### src/rtl/wdog_pkg.sv
package wdog_pkg;

    localparam int AW = 12;
    localparam int DW = 32;

    localparam logic [AW-1:0] OFS_LOAD  = 12'h000;
    localparam logic [AW-1:0] OFS_VALUE = 12'h004;
    localparam logic [AW-1:0] OFS_CTRL  = 12'h008;
    localparam logic [AW-1:0] OFS_ICLR  = 12'h00C;
    localparam logic [AW-1:0] OFS_RAW   = 12'h010;
    localparam logic [AW-1:0] OFS_MSK   = 12'h014;
    localparam logic [AW-1:0] OFS_LOCK  = 12'hC00;
    localparam logic [AW-1:0] OFS_TCTL  = 12'hF00;
    localparam logic [AW-1:0] OFS_TOUT  = 12'hF04;
    localparam logic [AW-1:0] OFS_ID_LO = 12'hFD0;

    localparam logic [DW-1:0] UNLOCK_KEY = 32'h1ACCE551;

    typedef enum logic [3:0] {
        RG_NONE, RG_LOAD, RG_VALUE, RG_CTRL, RG_ICLR, RG_RAW,
        RG_MSK, RG_LOCK, RG_TCTL, RG_TOUT, RG_ID
    } reg_sel_e;

    // bit 0 = interrupt enable, bit 1 = reset enable
    typedef struct packed {
        logic rst_en;
        logic irq_en;
    } ctrl_t;

    typedef struct packed {
        logic          load;
        logic          clear;
        logic [DW-1:0] data;
    } cnt_cmd_t;

    function automatic reg_sel_e decode(input logic [AW-1:0] a);
        reg_sel_e s;
        case (a[AW-1:2])
            OFS_LOAD[AW-1:2]:  s = RG_LOAD;
            OFS_VALUE[AW-1:2]: s = RG_VALUE;
            OFS_CTRL[AW-1:2]:  s = RG_CTRL;
            OFS_ICLR[AW-1:2]:  s = RG_ICLR;
            OFS_RAW[AW-1:2]:   s = RG_RAW;
            OFS_MSK[AW-1:2]:   s = RG_MSK;
            OFS_LOCK[AW-1:2]:  s = RG_LOCK;
            OFS_TCTL[AW-1:2]:  s = RG_TCTL;
            OFS_TOUT[AW-1:2]:  s = RG_TOUT;
            default:           s = (a[AW-1:2] >= OFS_ID_LO[AW-1:2]) ? RG_ID : RG_NONE;
        endcase
        return s;
    endfunction

    function automatic logic [7:0] id_byte(input logic [3:0] idx, input bit reduced);
        logic [7:0] b;
        case (idx)
            4'd0:    b = reduced ? 8'h00 : 8'h04;
            4'd4:    b = reduced ? 8'h58 : 8'h57;
            4'd5:    b = 8'hD0;
            4'd6:    b = 8'h0A;
            4'd8:    b = 8'h0D;
            4'd9:    b = 8'hF0;
            4'd10:   b = 8'h05;
            4'd11:   b = 8'hB1;
            default: b = 8'h00;
        endcase
        return b;
    endfunction

endpackage

### src/rtl/wdog_counter.sv
module wdog_counter
    import wdog_pkg::*;
#(
    parameter int CNT_W = 32
) (
    input  logic             clk,
    input  logic             rst,
    input  logic             cnt_en,
    input  cnt_cmd_t         cmd,
    output logic [CNT_W-1:0] cnt,
    output logic [CNT_W-1:0] load_val,
    output logic             int_raw,
    output logic             rst_flag
);

    logic running;
    logic at_zero;

    assign at_zero = (cnt == '0);

    always_ff @(posedge clk) begin
        if (rst) begin
            load_val <= '1;
            cnt      <= '1;
            running  <= 1'b1;
            int_raw  <= 1'b0;
            rst_flag <= 1'b0;
        end else if (cmd.load) begin
            load_val <= cmd.data[CNT_W-1:0];
            cnt      <= cmd.data[CNT_W-1:0];
            running  <= 1'b1;
        end else if (cmd.clear) begin
            int_raw <= 1'b0;
            cnt     <= load_val;
        end else if (running && cnt_en) begin
            if (!at_zero) begin
                cnt <= cnt - 1'b1;
            end else if (!int_raw) begin
                int_raw <= 1'b1;
                cnt     <= load_val;
            end else begin
                rst_flag <= 1'b1;
                running  <= 1'b0;
            end
        end
    end

    AST_FIRST_EXPIRY: assert property (@(posedge clk) disable iff (rst)
        (running && cnt_en && at_zero && !int_raw && !cmd.load && !cmd.clear)
        |=> (int_raw && !rst_flag && cnt == $past(load_val)));

    AST_SECOND_EXPIRY: assert property (@(posedge clk) disable iff (rst)
        (running && cnt_en && at_zero && int_raw && !cmd.load && !cmd.clear)
        |=> (rst_flag && !running));

    AST_RST_STICKY: assert property (@(posedge clk) disable iff (rst)
        rst_flag |=> rst_flag);

    AST_FROZEN: assert property (@(posedge clk) disable iff (rst)
        (!running && !cmd.load && !cmd.clear) |=> $stable(cnt));

    AST_NO_COUNT_IDLE: assert property (@(posedge clk) disable iff (rst)
        (!cnt_en && !cmd.load && !cmd.clear) |=> $stable(cnt));

    AST_LOAD_RESTART: assert property (@(posedge clk) disable iff (rst)
        cmd.load |=> (running && cnt == $past(cmd.data[CNT_W-1:0])));

    AST_CLEAR_WINS: assert property (@(posedge clk) disable iff (rst)
        (cmd.clear && !cmd.load) |=> (!int_raw && $stable(rst_flag)));

endmodule

### src/rtl/wdog_regs.sv
module wdog_regs
    import wdog_pkg::*;
#(
    parameter bit REDUCED = 1'b0,
    parameter int CNT_W   = 32
) (
    input  logic             clk,
    input  logic             rst,
    input  logic             psel,
    input  logic             penable,
    input  logic             pwrite,
    input  logic [AW-1:0]    paddr,
    input  logic [DW-1:0]    pwdata,
    input  logic [CNT_W-1:0] cnt,
    input  logic [CNT_W-1:0] load_val,
    input  logic             int_raw,
    output cnt_cmd_t         cmd,
    output ctrl_t            ctrl,
    output logic             test_en,
    output logic [1:0]       test_out,
    output logic [DW-1:0]    prdata
);

    localparam logic [AW-3:0] ID_BASE_W = OFS_ID_LO[AW-1:2];

    reg_sel_e      sel;
    logic          wr;
    logic          wr_ok;
    logic          locked;
    logic          ctrl_frozen;
    logic [AW-3:0] id_off;

    assign sel         = decode(paddr);
    assign wr          = psel && penable && pwrite;
    assign wr_ok       = wr && !locked;
    assign ctrl_frozen = REDUCED && ctrl.irq_en;
    assign id_off      = paddr[AW-1:2] - ID_BASE_W;

    assign cmd.load  = wr_ok && (sel == RG_LOAD);
    assign cmd.clear = wr_ok && (sel == RG_ICLR);
    assign cmd.data  = pwdata;

    always_ff @(posedge clk) begin
        if (rst) begin
            locked <= 1'b0;
            ctrl   <= '0;
        end else begin
            if (wr && sel == RG_LOCK) begin
                locked <= (pwdata != UNLOCK_KEY);
            end
            if (wr_ok && sel == RG_CTRL && !ctrl_frozen) begin
                ctrl <= ctrl_t'(pwdata[1:0]);
            end
        end
    end

    generate
        if (REDUCED) begin : g_no_test
            assign test_en  = 1'b0;
            assign test_out = 2'b00;
        end else begin : g_test
            logic       tctl_q;
            logic [1:0] tout_q;
            always_ff @(posedge clk) begin
                if (rst) begin
                    tctl_q <= 1'b0;
                    tout_q <= 2'b00;
                end else begin
                    if (wr_ok && sel == RG_TCTL) tctl_q <= pwdata[0];
                    if (wr_ok && sel == RG_TOUT) tout_q <= pwdata[1:0];
                end
            end
            assign test_en  = tctl_q;
            assign test_out = tout_q;
        end
    endgenerate

    always_comb begin
        prdata = '0;
        if (psel && !pwrite) begin
            case (sel)
                RG_LOAD:  prdata = DW'(load_val);
                RG_VALUE: prdata = DW'(cnt);
                RG_CTRL:  prdata = DW'(ctrl);
                RG_RAW:   prdata = DW'(int_raw);
                RG_MSK:   prdata = DW'(int_raw && ctrl.irq_en);
                RG_LOCK:  prdata = DW'(locked);
                RG_TCTL:  prdata = DW'(test_en);
                RG_ID:    prdata = DW'(id_byte(id_off[3:0], REDUCED));
                default:  prdata = '0;
            endcase
        end
    end

    AST_LOCK_HOLDS_CTRL: assert property (@(posedge clk) disable iff (rst)
        (locked && wr && sel == RG_CTRL) |=> $stable(ctrl));

    AST_LOCK_READ: assert property (@(posedge clk) disable iff (rst)
        (wr && sel == RG_LOCK && pwdata != UNLOCK_KEY) |=> locked);

    generate
        if (REDUCED) begin : g_sticky_chk
            AST_STICKY_CTRL: assert property (@(posedge clk) disable iff (rst)
                ctrl.irq_en |=> $stable(ctrl));
        end
    endgenerate

endmodule

### src/rtl/wdog_outmux.sv
module wdog_outmux
    import wdog_pkg::*;
(
    input  ctrl_t      ctrl,
    input  logic       int_raw,
    input  logic       rst_flag,
    input  logic       test_en,
    input  logic [1:0] test_out,
    output logic       irq,
    output logic       rst_req
);

    always_comb begin
        if (test_en) begin
            rst_req = test_out[0];
            irq     = test_out[1];
        end else begin
            rst_req = rst_flag && ctrl.rst_en;
            irq     = int_raw && ctrl.irq_en;
        end
    end

endmodule

### src/rtl/apb_wdog.sv
module apb_wdog
    import wdog_pkg::*;
#(
    parameter bit REDUCED = 1'b0,
    parameter int CNT_W   = 32
) (
    input  logic          clk,
    input  logic          rst,
    input  logic          cnt_en,
    input  logic          psel,
    input  logic          penable,
    input  logic          pwrite,
    input  logic [11:0]   paddr,
    input  logic [31:0]   pwdata,
    output logic [31:0]   prdata,
    output logic          pready,
    output logic          pslverr,
    output logic          irq_o,
    output logic          rst_req_o
);

    cnt_cmd_t         cmd;
    ctrl_t            ctrl;
    logic             test_en;
    logic [1:0]       test_out;
    logic [CNT_W-1:0] cnt;
    logic [CNT_W-1:0] load_val;
    logic             int_raw;
    logic             rst_flag;

    assign pready  = 1'b1;
    assign pslverr = 1'b0;

    wdog_regs #(.REDUCED(REDUCED), .CNT_W(CNT_W)) u_regs (
        .clk(clk), .rst(rst),
        .psel(psel), .penable(penable), .pwrite(pwrite),
        .paddr(paddr), .pwdata(pwdata),
        .cnt(cnt), .load_val(load_val), .int_raw(int_raw),
        .cmd(cmd), .ctrl(ctrl), .test_en(test_en), .test_out(test_out),
        .prdata(prdata)
    );

    wdog_counter #(.CNT_W(CNT_W)) u_cnt (
        .clk(clk), .rst(rst), .cnt_en(cnt_en), .cmd(cmd),
        .cnt(cnt), .load_val(load_val), .int_raw(int_raw), .rst_flag(rst_flag)
    );

    wdog_outmux u_out (
        .ctrl(ctrl), .int_raw(int_raw), .rst_flag(rst_flag),
        .test_en(test_en), .test_out(test_out),
        .irq(irq_o), .rst_req(rst_req_o)
    );

    AST_IRQ_GATED: assert property (@(posedge clk) disable iff (rst)
        (!test_en && !ctrl.irq_en) |-> !irq_o);

    AST_RSTREQ_GATED: assert property (@(posedge clk) disable iff (rst)
        (!test_en && !ctrl.rst_en) |-> !rst_req_o);

    AST_TEST_DRIVE: assert property (@(posedge clk) disable iff (rst)
        test_en |-> (rst_req_o == test_out[0] && irq_o == test_out[1]));

    AST_BUS_OK: assert property (@(posedge clk) disable iff (rst)
        pready && !pslverr);

endmodule

### config.mk
export PLATFORM = sky130hd
export DESIGN_NAME = apb_wdog
export DESIGN_NICKNAME = d
export VERILOG_FILES = /design/src/rtl/wdog_pkg.sv /design/src/rtl/wdog_counter.sv /design/src/rtl/wdog_regs.sv /design/src/rtl/wdog_outmux.sv /design/src/rtl/apb_wdog.sv
export SDC_FILE = /design/constraint.sdc
export NUM_CORES = 1
export LEC_CHECK = 0
export BUFFER_PORTS_ARGS = -buffer_cell sky130_fd_sc_hd__clkbuf_2
export CELL_PAD_IN_SITES_DETAIL_PLACEMENT = 1
export CELL_PAD_IN_SITES_GLOBAL_PLACEMENT = 2
export CORE_MARGIN = 2
export CORE_UTILIZATION = 31
export CTS_BUF_LIST = sky130_fd_sc_hd__clkbuf_8
export DETAILED_ROUTE_END_ITERATION = 12
export PLACE_DENSITY_LB_ADDON = 0.2
export SLEW_MARGIN = 30
export SYNTH_ARGS = -nofsm -noshare
export SYNTH_HDL_FRONTEND = slang
export SYNTH_HIERARCHICAL = 1
export SYNTH_SLANG_ARGS = --single-unit
### constraint.sdc
create_clock -name clk -period 3.85 [get_ports clk]
set_input_delay 0.77 -clock clk [delete_from_list [all_inputs] [get_ports clk]]
set_output_delay 0.77 -clock clk [all_outputs]
set_load 0.02 [all_outputs]
==> impl_metrics.toml, run 1 <==
[grt]
grt_usage_pct = 22.9
antenna_found_initial = 0
first_global_vias = 5828
grt_pass1_wl_mm = 32.6
grt_max_degree = 43
grt_overflow = 0

[pwr]
power_frac_seq_pct = 51.0
p_per_area_mw_per_mm2 = 238
finalPower_uw = 1490
power.leakage_uw = 0.00243
combPwrFrac_pct = 10.7
p_sw_share_pct = 27.7
netSwitchingPower_uw = 414
ir_worst_vdd_v = 0.000132
clkPwrFrac_pct = 38.3
p_int_uw = 1080

[place]
gp_congestion = 0.873
place_area_mm2 = 0.00597
dp_cells = 967
io_buffers = 81
post-dp-hpwl_mm = 15.5

[cts]
clock-sinks = 73
tritoncts = "yes"
cts-root-buf = "clkbuf_8"
clk_path_buf_depth = 2
clk_latency_ns = 0.37
clkSlewWorstSetupHoldPaths_ns = 0.08
htreeDepth = 3
cts_inserted_buffers = 9
hold_buffers = 0

[routing]
num_vias = 5630
viasPerCell = 5.68
drtIter0Drc = 266
wirelength_mm = 20.7
drc = 0
wl_per_cell_um = 20.9
drt.antenna.violating_nets = 0
drtPass1Iterations = 5

[yosys]
synthArstFlopShare_pct = 0
avgSynthCellArea_um2 = 7.67
yosysSeqAreaShare_pct = 27.3
synth_edf_count = 0
synth_compound_area_share_pct = 26.1
syn_area_mm2 = 0.00536
synth_mux_area_share_pct = 1.75
yosys.area_share.adder_pct = 1.17
ys.warnings.count = 6
synth.distinct_cells = 78
synth-simple-area-share_pct = 31.1
synth_nets = 754
synth_top_family_by_area = "simple AND/OR/NAND/NOR gates"
synth-seq-cells = 73
synthFlopType = "dfxtp_1"
netlist_instances = 699
synth_xor_area_share_pct = 1.47

[cells_and_area]
syn2layout_area_growth_pct = 17.1
fin_nets = 817
fin_cells = 992
fin_util_pct = 36.7
final_area_mm2 = 0.00628
fillers = 2107
antenna_cells = 0
multiInputGateArea_mm2 = 0.00339
drive_gt1_share_pct = 26.9
register_area_mm2 = 0.00146

[timing]
relSlewSlack_pct = 41.2
slew_viol_final = 0
finalHoldWorstSlack_ns = 0.478
tightest_slew_ns = 0.870
clock.fmax_mhz = 267
period_share_pct = 97.4
skew_ns = 0.00841
setup-violations-final = 0
hold_viol_final = 0
fin_crit_ns = 3.75

[worst_setup_path]
crit_end = "prdata[4]"
ff2ff_path_depth = 8
reg2reg_from = "u_cnt/cnt[0]"
cp-start-kind = "primary input"
ff2ff_setup_slack_ns = 1.04
criticalPathCategory = "in -> out"
worst_r2r_endpoint = "u_cnt/cnt[24]"
required_ns = 3.08
cp-startpoint = "paddr[5]"
worstPathArrival_ns = 2.98
end_kind = "output port"
crit_fanout = 14

[min_path]
holdCritStartpoint = "u_cnt/load_val[9]"
worstHoldPathType = "reg -> reg"

[die]
die_x_um = 136
die_area_mm2 = 0.0184
start_util_pct = 31.3
rows = 48
top_level_ports = 86
die_y_um = 136
core_mm2 = 0.0171

[outcome]
status = "finished, final reports clean"

[job]
maxCapViolations = 0
==> worst max-delay path, cell delays in order <==
cell      delay [ns]
clkbuf_2        0.09
inv_2           0.08
ha_1            0.17
or3b_4          0.40
a21oi_2         0.16
o21a_2          0.22
buf_4           0.14
buf_4           0.11
nor4b_4         0.04
buf_4           0.17
buf_12          0.15
a221oi_1        0.25
nor2_1          0.07
clkbuf_2        0.16
==> final cells by class <==
type	instances	share of cell area, %
tap	225	4.49
timing repair buffer	132	14.0
clock inverter	5	0.359
multi-input combinational	521	53.9
inverter	25	1.50
clock buffer	11	2.41
sequential	73	23.3
==> Yosys cell counts (4+ instances only) <==
master,instances,area [um2]
dfxtp_1,73,1460
nand4_1,16,100
nor4bb_1,4,40.0
a211oi_1,8,60.1
nor2_1,48,180
buf_2,10,50.1
a32o_1,4,40.0
a211o_1,4,35.0
xnor2_1,5,43.8
nor3b_1,6,45.0
nor4_1,12,75.1
a31oi_1,16,100
nand2_1,64,240
mux2i_1,6,60.1
nor4b_1,6,52.6
nand3_1,25,125
o211ai_1,10,75.1
and3_1,5,31.3
clkbuf_1,24,90.1
buf_6,6,67.6
o21ai_0,38,190
a21oi_1,49,245
xor2_1,4,35.0
a221oi_1,7,61.3
and2_1,4,25.0
buf_4,37,278
nor2_2,21,131
ha_1,5,62.6
inv_1,25,93.8
a22oi_1,28,210
and4_1,4,35.0
nor3_1,38,190
nor2b_1,9,56.3
==> layout by cell type (no fill, tap or decap), drive strengths merged, types with 18 or more instances in the layout <==
| master | instances |
|---|---|
| inv | 27 |
| nand2 | 65 |
| nand3 | 25 |
| dfxtp | 73 |
| nor3 | 39 |
| nor2 | 69 |
| clkbuf | 84 |
| buf | 59 |
| nor4 | 18 |
| a21oi | 50 |
| o21ai | 42 |
| a22oi | 30 |
==> worst min path at each step <==
stage	to	slack [ns]	cells after the start
6_report	u_cnt/load_val[9]	0.48	2
5_1_grt	u_cnt/load_val[13]	0.51	2
4_1_cts	u_cnt/load_val[9]	0.49	2
3_5_place_dp	u_cnt/load_val[25]	0.47	2
3_3_place_gp	u_cnt/rst_flag	0.46	2
2_1_floorplan	u_cnt/load_val[25]	0.44	2
==> routing by layer <==
layer / GRT usage [%] / share of wire [%] / up-vias / wire, um
met5: 0 / 0 / - / 0
met4: 7.18 / 2.1 / 0 / 434
met3: 3.97 / 4.0 / 26 / 827
met2: 38.7 / 48 / 107 / 10000
met1: 29.8 / 46 / 2809 / 9470
li1: - / - / 2688 / -
==> timing repair <==
item	in CTS	in global routing
gates resized for setup	7	19
buffers inserted	0	8
gates cloned	0	1
setup endpoints to repair	16	33
pin swaps	2	2
==> flip-flops by register name, indices dropped and copies added, names as in the netlist <==
signal / count
u_cnt/running: 1
u_cnt/int_raw: 1
u_regs/ctrl: 2
u_cnt/rst_flag: 1
u_regs/test_en: 1
u_cnt/cnt: 32
u_cnt/load_val: 32
u_regs/test_out: 2
u_regs/locked: 1
==> through the flow <==
stage / setup TNS (ns) / setup slack (ns)
after CTS: 0 / 0.00470
after floorplan: 0 / 0.106
after global placement: 0 / 0.00258
after global routing: -0.0156 / -0.0156
after detailed placement: -0.573 / -0.0945
final: 0 / 0.101
==> cell families after synthesis <==
group	after synthesis
and+or+nand+nor	292
xor gates and xnor gates	9
other	2
buffers and inverters	105
DFF	73
AOI/OAI and AO/OA	204
adders and majority gates	5
muxes	9
==> power by group through the flow <==
stage                     clock network, uW  logic [uW]  registers (uW)
after floorplan                           0         101             776
after global placement                    0         150             778
after detailed placement                  0         153             778
after CTS                               594         155             761
after global routing                    621         175             761
final                                   571         160             760
Power figures use the tool's default switching activity.
==> run 2, diff against run 1 <==
Settings changed: CORE_ASPECT_RATIO set to 0.75, CTS_CLUSTER_DIAMETER set to 50.
==> run 2 against run 1 <==
Effect of this change: sequential power barely moved; sequential share of layout area rose by 0.34 points; routed wire length rose by 4.2%; cell area fell by 1.5%; clock power fell by 3%; combinational power rose by 2%; count of clock-buffer cells in the layout fell by 1; first-iteration DRC count rose by 66%; non-clock buffer count fell by 6; worst setup slack got worse by 0.033 ns; highest routed layer unchanged.
==> impl_metrics.toml, run 2 (synthesized netlist as in run 1, its figures left out) <==
[outcome]
status = "finished, final reports clean"

[grt]
first_global_vias = 5783
antenna_found_initial = 0
grt_overflow = 0
grt_usage_pct = 23.5
grt_max_degree = 54
grt_pass1_wl_mm = 33.5

[timing]
clock.fmax_mhz = 264
slew_viol_final = 0
period_share_pct = 98.2
finalHoldWorstSlack_ns = 0.478
relSlewSlack_pct = 47.1
hold_viol_final = 0
worst_slack_ns = 0.0684
setup-violations-final = 0
fin_crit_ns = 3.78
skew_ns = 0.0122
tightest_slew_ns = 0.787

[cts]
tritoncts = "yes"
clock-sinks = 73
htreeDepth = 3
cts-root-buf = "clkbuf_8"
clk_latency_ns = 0.38
clk_path_buf_depth = 2
cts_inserted_buffers = 9
clkSlewWorstSetupHoldPaths_ns = 0.08

[cells_and_area]
drive_gt1_share_pct = 26.1
reg.largest.list = "u_cnt/cnt: 32 flops, u_cnt/load_val: 32 flops"
antenna_cells = 0
syn2layout_area_growth_pct = 15.4
final_cell_mix = "clkbuf_2 (78), dfxtp_1 (73), nand2_1 (63)"
fin_cells = 975
register_area_mm2 = 0.00146
fillers = 2059
layout_commonest_cell = "clkbuf_2"
fin_nets = 811
multiInputGateArea_mm2 = 0.00340

[worst_setup_path]
criticalPathCategory = "in -> out"
crit_slowest_cell = "or4b_4"
path_buf_inv = 4
path_cells = "clkbuf_2 -> inv_1 -> ha_4 -> nand3b_1 -> or4b_4 -> nand2_1 -> nor4_1 -> nand4bb_2 -> buf_12 -> a21oi_1 -> clkbuf_2"
crit_fanout = 19
worstPathArrival_ns = 3.01
slowest_delay_ns = 0.56
crit_family = "simple AND/OR/NAND/NOR gates"
end_kind = "output port"
required_ns = 3.08
cp-start-kind = "primary input"
crit_top_cell = "clkbuf_2"

[routing]
drt.antenna.violating_nets = 0
wl_per_cell_um = 22.2
drc = 0
drtIter0Drc = 441
drtPass1Iterations = 4
num_vias = 5722
wirelength_mm = 21.6
viasPerCell = 5.87

[pwr]
finalPower_uw = 1480
p_per_area_mw_per_mm2 = 239
ir_worst_vdd_v = 0.000116
p_int_uw = 1060
p_sw_share_pct = 28.6
combPwrFrac_pct = 11.1
power_frac_seq_pct = 51.5
clkPwrFrac_pct = 37.4
netSwitchingPower_uw = 422
power.leakage_uw = 0.00237

[die]
die_area_mm2 = 0.0184
core_mm2 = 0.0169
die_x_um = 156
rows = 41
start_util_pct = 31.8
die_y_um = 118
top_level_ports = 86

[place]
io_buffers = 81
dp_cells = 957
dp_slack_ns = -0.162
post-dp-hpwl_mm = 16.1
gp_congestion = 0.905

[min_path]
worstHoldPathType = "reg -> reg"

[job]
maxCapViolations = 0
run 2: cell count changes in the layout (fill, tap and decap cells not counted), sizes merged:
cell,before,now
buf,59,47
clkbuf,84,89
clkinv,3,2
clkinvlp,0,1
run 2: power by group through the flow:
stage	Clock (uW)	Combinational [uW]	Sequential, uW
after global routing	608	177	761
after floorplan	0	101	776
after global placement	0	148	778
after detailed placement	0	154	778
after CTS	571	155	761
final	553	164	761
run 2: cell type report:
type	instances	area share (%)
timing repair buffer	126	13.0
clock inverter	5	0.405
tap	215	4.35
clock buffer	10	2.23
sequential	73	23.6
inverter	25	1.52
multi-input combinational	521	54.9
run 2: metrics by stage:
stage	cell area, um2	setup TNS (ns)	util [%]
floorplan	5360	0	-
global placement	5890	-1.34	34.9
detailed placement	5900	-1.77	35.0
CTS	6080	-0.0132	36.0
global route	6180	-0.00234	36.6
finish	6180	0	36.6
run 2: repair_timing:
action                                  CTS  global route
pin swaps                                 0             1
resized for setup                         4            17
gates cloned                              0             1
hold buffers                              0             0
setup buffers                             0             3
endpoints found under the setup margin   12            32
run 2: worst reg2reg max path, stage by stage, from the launching register on:
cell and delay (ns):
dfxtp_1 0.37, nor3_1 0.68, nand4_4 0.34, nor4_4 0.44, buf_4 0.18, o21ai_0 0.19, buf_4 0.24, a21oi_1 0.16
a211oi_1 0.07
run 2: per-layer routing:
metal	vias to the layer above	GRT usage, %	part of all wire (%)
met5	-	0	0
met4	0	4.24	0.85
met3	16	5.56	6.1
met2	148	34.0	42
met1	2869	35.3	51
li1	2689	-	-
run 2: path summary, 6_finish.rpt:
| check | startpoint | endpoint | slack [ns] | cells after the start |
|---|---|---|---|---|
| hold reg to reg | u_cnt/load_val[10] | u_cnt/load_val[10] | 0.48 | 2 |
| hold / removal | u_cnt/load_val[10] | u_cnt/load_val[10] | 0.48 | 2 |
| setup reg to reg | u_cnt/cnt[15] | u_cnt/cnt[29] | 1.06 | 8 |
| setup / recovery | paddr[4] | prdata[5] | 0.07 | 11 |
==> run 3, diff against run 2 <==
--- a/config.mk
+++ b/config.mk
@@ -12,3 +12,3 @@
 export CORE_MARGIN = 2
-export CORE_UTILIZATION = 31
+export CORE_UTILIZATION = 34
 export CTS_BUF_LIST = sky130_fd_sc_hd__clkbuf_8
==> constraint.sdc (replaced) <==
create_clock -name clk -period 4.15 [get_ports clk]
set_input_delay 0.83 -clock clk [delete_from_list [all_inputs] [get_ports clk]]
set_output_delay 0.83 -clock clk [all_outputs]
set_load 0.01 [all_outputs]
==> run 3 against run 2 <==
Effect of this change: first-iteration DRC count is 27% lower; largest cell class unchanged; clock power rose by 39%; worst hold slack gained 0.0025 ns; critical endpoint is now prdata[8]; critical path type unchanged; highest routed layer unchanged; final cell count decreased by 1.8%; sequential share of layout area increased by 0.31 points; global-route usage increased by 1.2 points; worst setup slack better by 0.039 ns; via count is 1.3% lower.
==> impl_metrics.toml, run 3 (synthesized netlist as in run 1, its figures left out) <==
[worst_setup_path]
end_kind = "output port"
worstPathArrival_ns = 3.21
criticalPathCategory = "in -> out"
crit_fanout = 15
cp-start-kind = "primary input"
required_ns = 3.32

[grt]
grt_overflow = 0
grt_usage_pct = 24.6
grt_max_degree = 39
first_global_vias = 5645
antenna_found_initial = 0
grt_pass1_wl_mm = 32.0

[routing]
wl_per_cell_um = 21.3
drtIter0Drc = 324
drtPass1Iterations = 5
viasPerCell = 5.90
num_vias = 5648
wirelength_mm = 20.4
drc = 0
drt.antenna.violating_nets = 0

[die]
die_area_mm2 = 0.0168
die_x_um = 149
start_util_pct = 35.0
rows = 39
core_mm2 = 0.0153
die_y_um = 113
top_level_ports = 86

[cells_and_area]
fin_nets = 802
final_cell_mix = "clkbuf_2 (81), dfxtp_1 (73), nand2_1 (64)"
reg.largest.list = "u_cnt/cnt: 32 flops, u_cnt/load_val: 32 flops"
syn2layout_area_growth_pct = 13.9
drive_gt1_share_pct = 24.6
antenna_cells = 0
layout_commonest_cell = "clkbuf_2"

[min_path]
worstHoldPathType = "reg -> reg"

[cts]
clk_path_buf_depth = 2
post-cts-setup-buffer-count = 0
hold_buffers = 0
clk_latency_ns = 0.38
cts-root-buf = "clkbuf_8"
tritoncts = "yes"
clock-sinks = 73
cts_inserted_buffers = 9
clkSlewWorstSetupHoldPaths_ns = 0.08
htreeDepth = 3

[place]
post-dp-hpwl_mm = 15.3
gp_congestion = 0.889
io_buffers = 81

[pwr]
ir_worst_vdd_v = 0.000135
finalPower_uw = 1610
p_per_area_mw_per_mm2 = 264
power.leakage_uw = 0.00235

[timing]
hold_viol_final = 0
finalHoldWorstSlack_ns = 0.481
period_share_pct = 97.4
setup-violations-final = 0
slew_viol_final = 0
relSlewSlack_pct = 33.3
fin_crit_ns = 4.04
grt_setup_unrepaired = "yes"
tightest_slew_ns = 0.995
clock.fmax_mhz = 247
skew_ns = 0.00805

[outcome]
status = "finished, final reports clean"

[job]
maxCapViolations = 0
[run 3: changes by cell type in the layout (fill, tap and decap cells not counted), sizes merged]
cell,change
buf,-11
bufinv,+4
clkbuf,+1
clkinv,-1
inv,-1
[run 3: cell type report]
class	count	area, um2
clock inverters	7	141
inverters	25	93.8
well taps	205	256
fillers	1906	9220
multi-input cells	521	3340
flip-flops and latches	73	1460
repair buffers	117	688
clock buffers	9	124
[run 3: critical path: stages]
cell,delay [ns]
clkbuf_2,0.08
inv_1,0.08
ha_1,0.24
or3b_1,0.40
a211o_4,0.40
o21ai_4,0.08
buf_4,0.17
nor4b_4,0.22
buf_4,0.31
a22oi_1,0.14
nor2_1,0.11
clkbuf_2,0.14
[run 3: per-stage QoR]
stage | util [%] | area [um2] | TNS, ns | setup slack, ns | instances
6_report | 39.8 | 6110 | 0 | 0.108 | 957
5_1_grt | 39.8 | 6110 | -0.0686 | -0.0205 | 957
4_1_cts | 39.8 | 6090 | 0 | 0.0339 | 957
3_5_place_dp | 38.0 | 5820 | -0.806 | -0.0698 | 941
3_3_place_gp | 38.0 | 5820 | 0 | 0.0656 | 941
2_1_floorplan | - | 5360 | 0 | 0.346 | 699
[run 3: power by group]
group / leakage [uW] / total, uW / internal [uW] / switching [uW]
logic: 0.00163 / 140 / 49.0 / 90.9
clock network: 0.000130 / 767 / 461 / 305
registers: 0.000591 / 705 / 702 / 3.67
total: 0.00235 / 1610 / 1210 / 400
[run 3: path summary, 6_finish.rpt]
path	from	to	slack, ns	depth (start not counted)
min reg2reg	u_cnt/load_val[10]	u_cnt/load_val[10]	0.48	2
max reg2reg	u_cnt/cnt[0]	u_cnt/cnt[24]	1.10	8
max	paddr[5]	prdata[8]	0.11	12
min	u_cnt/load_val[10]	u_cnt/load_val[10]	0.48	2
[run 3: layer usage]
layer	vias to the layer above	GRT usage, %	wire length, um
met5	-	0	0
met4	0	4.44	176
met3	18	4.76	966
met2	147	37.1	8670
met1	2819	36.7	10500
li1	2664	-	-
[run 3: timing repair]
action / 4_1_cts / 5_1_grt
setup endpoints to repair: 23 / 26
endpoints found under the hold margin: 0 / 0
gates resized for setup: 1 / 1
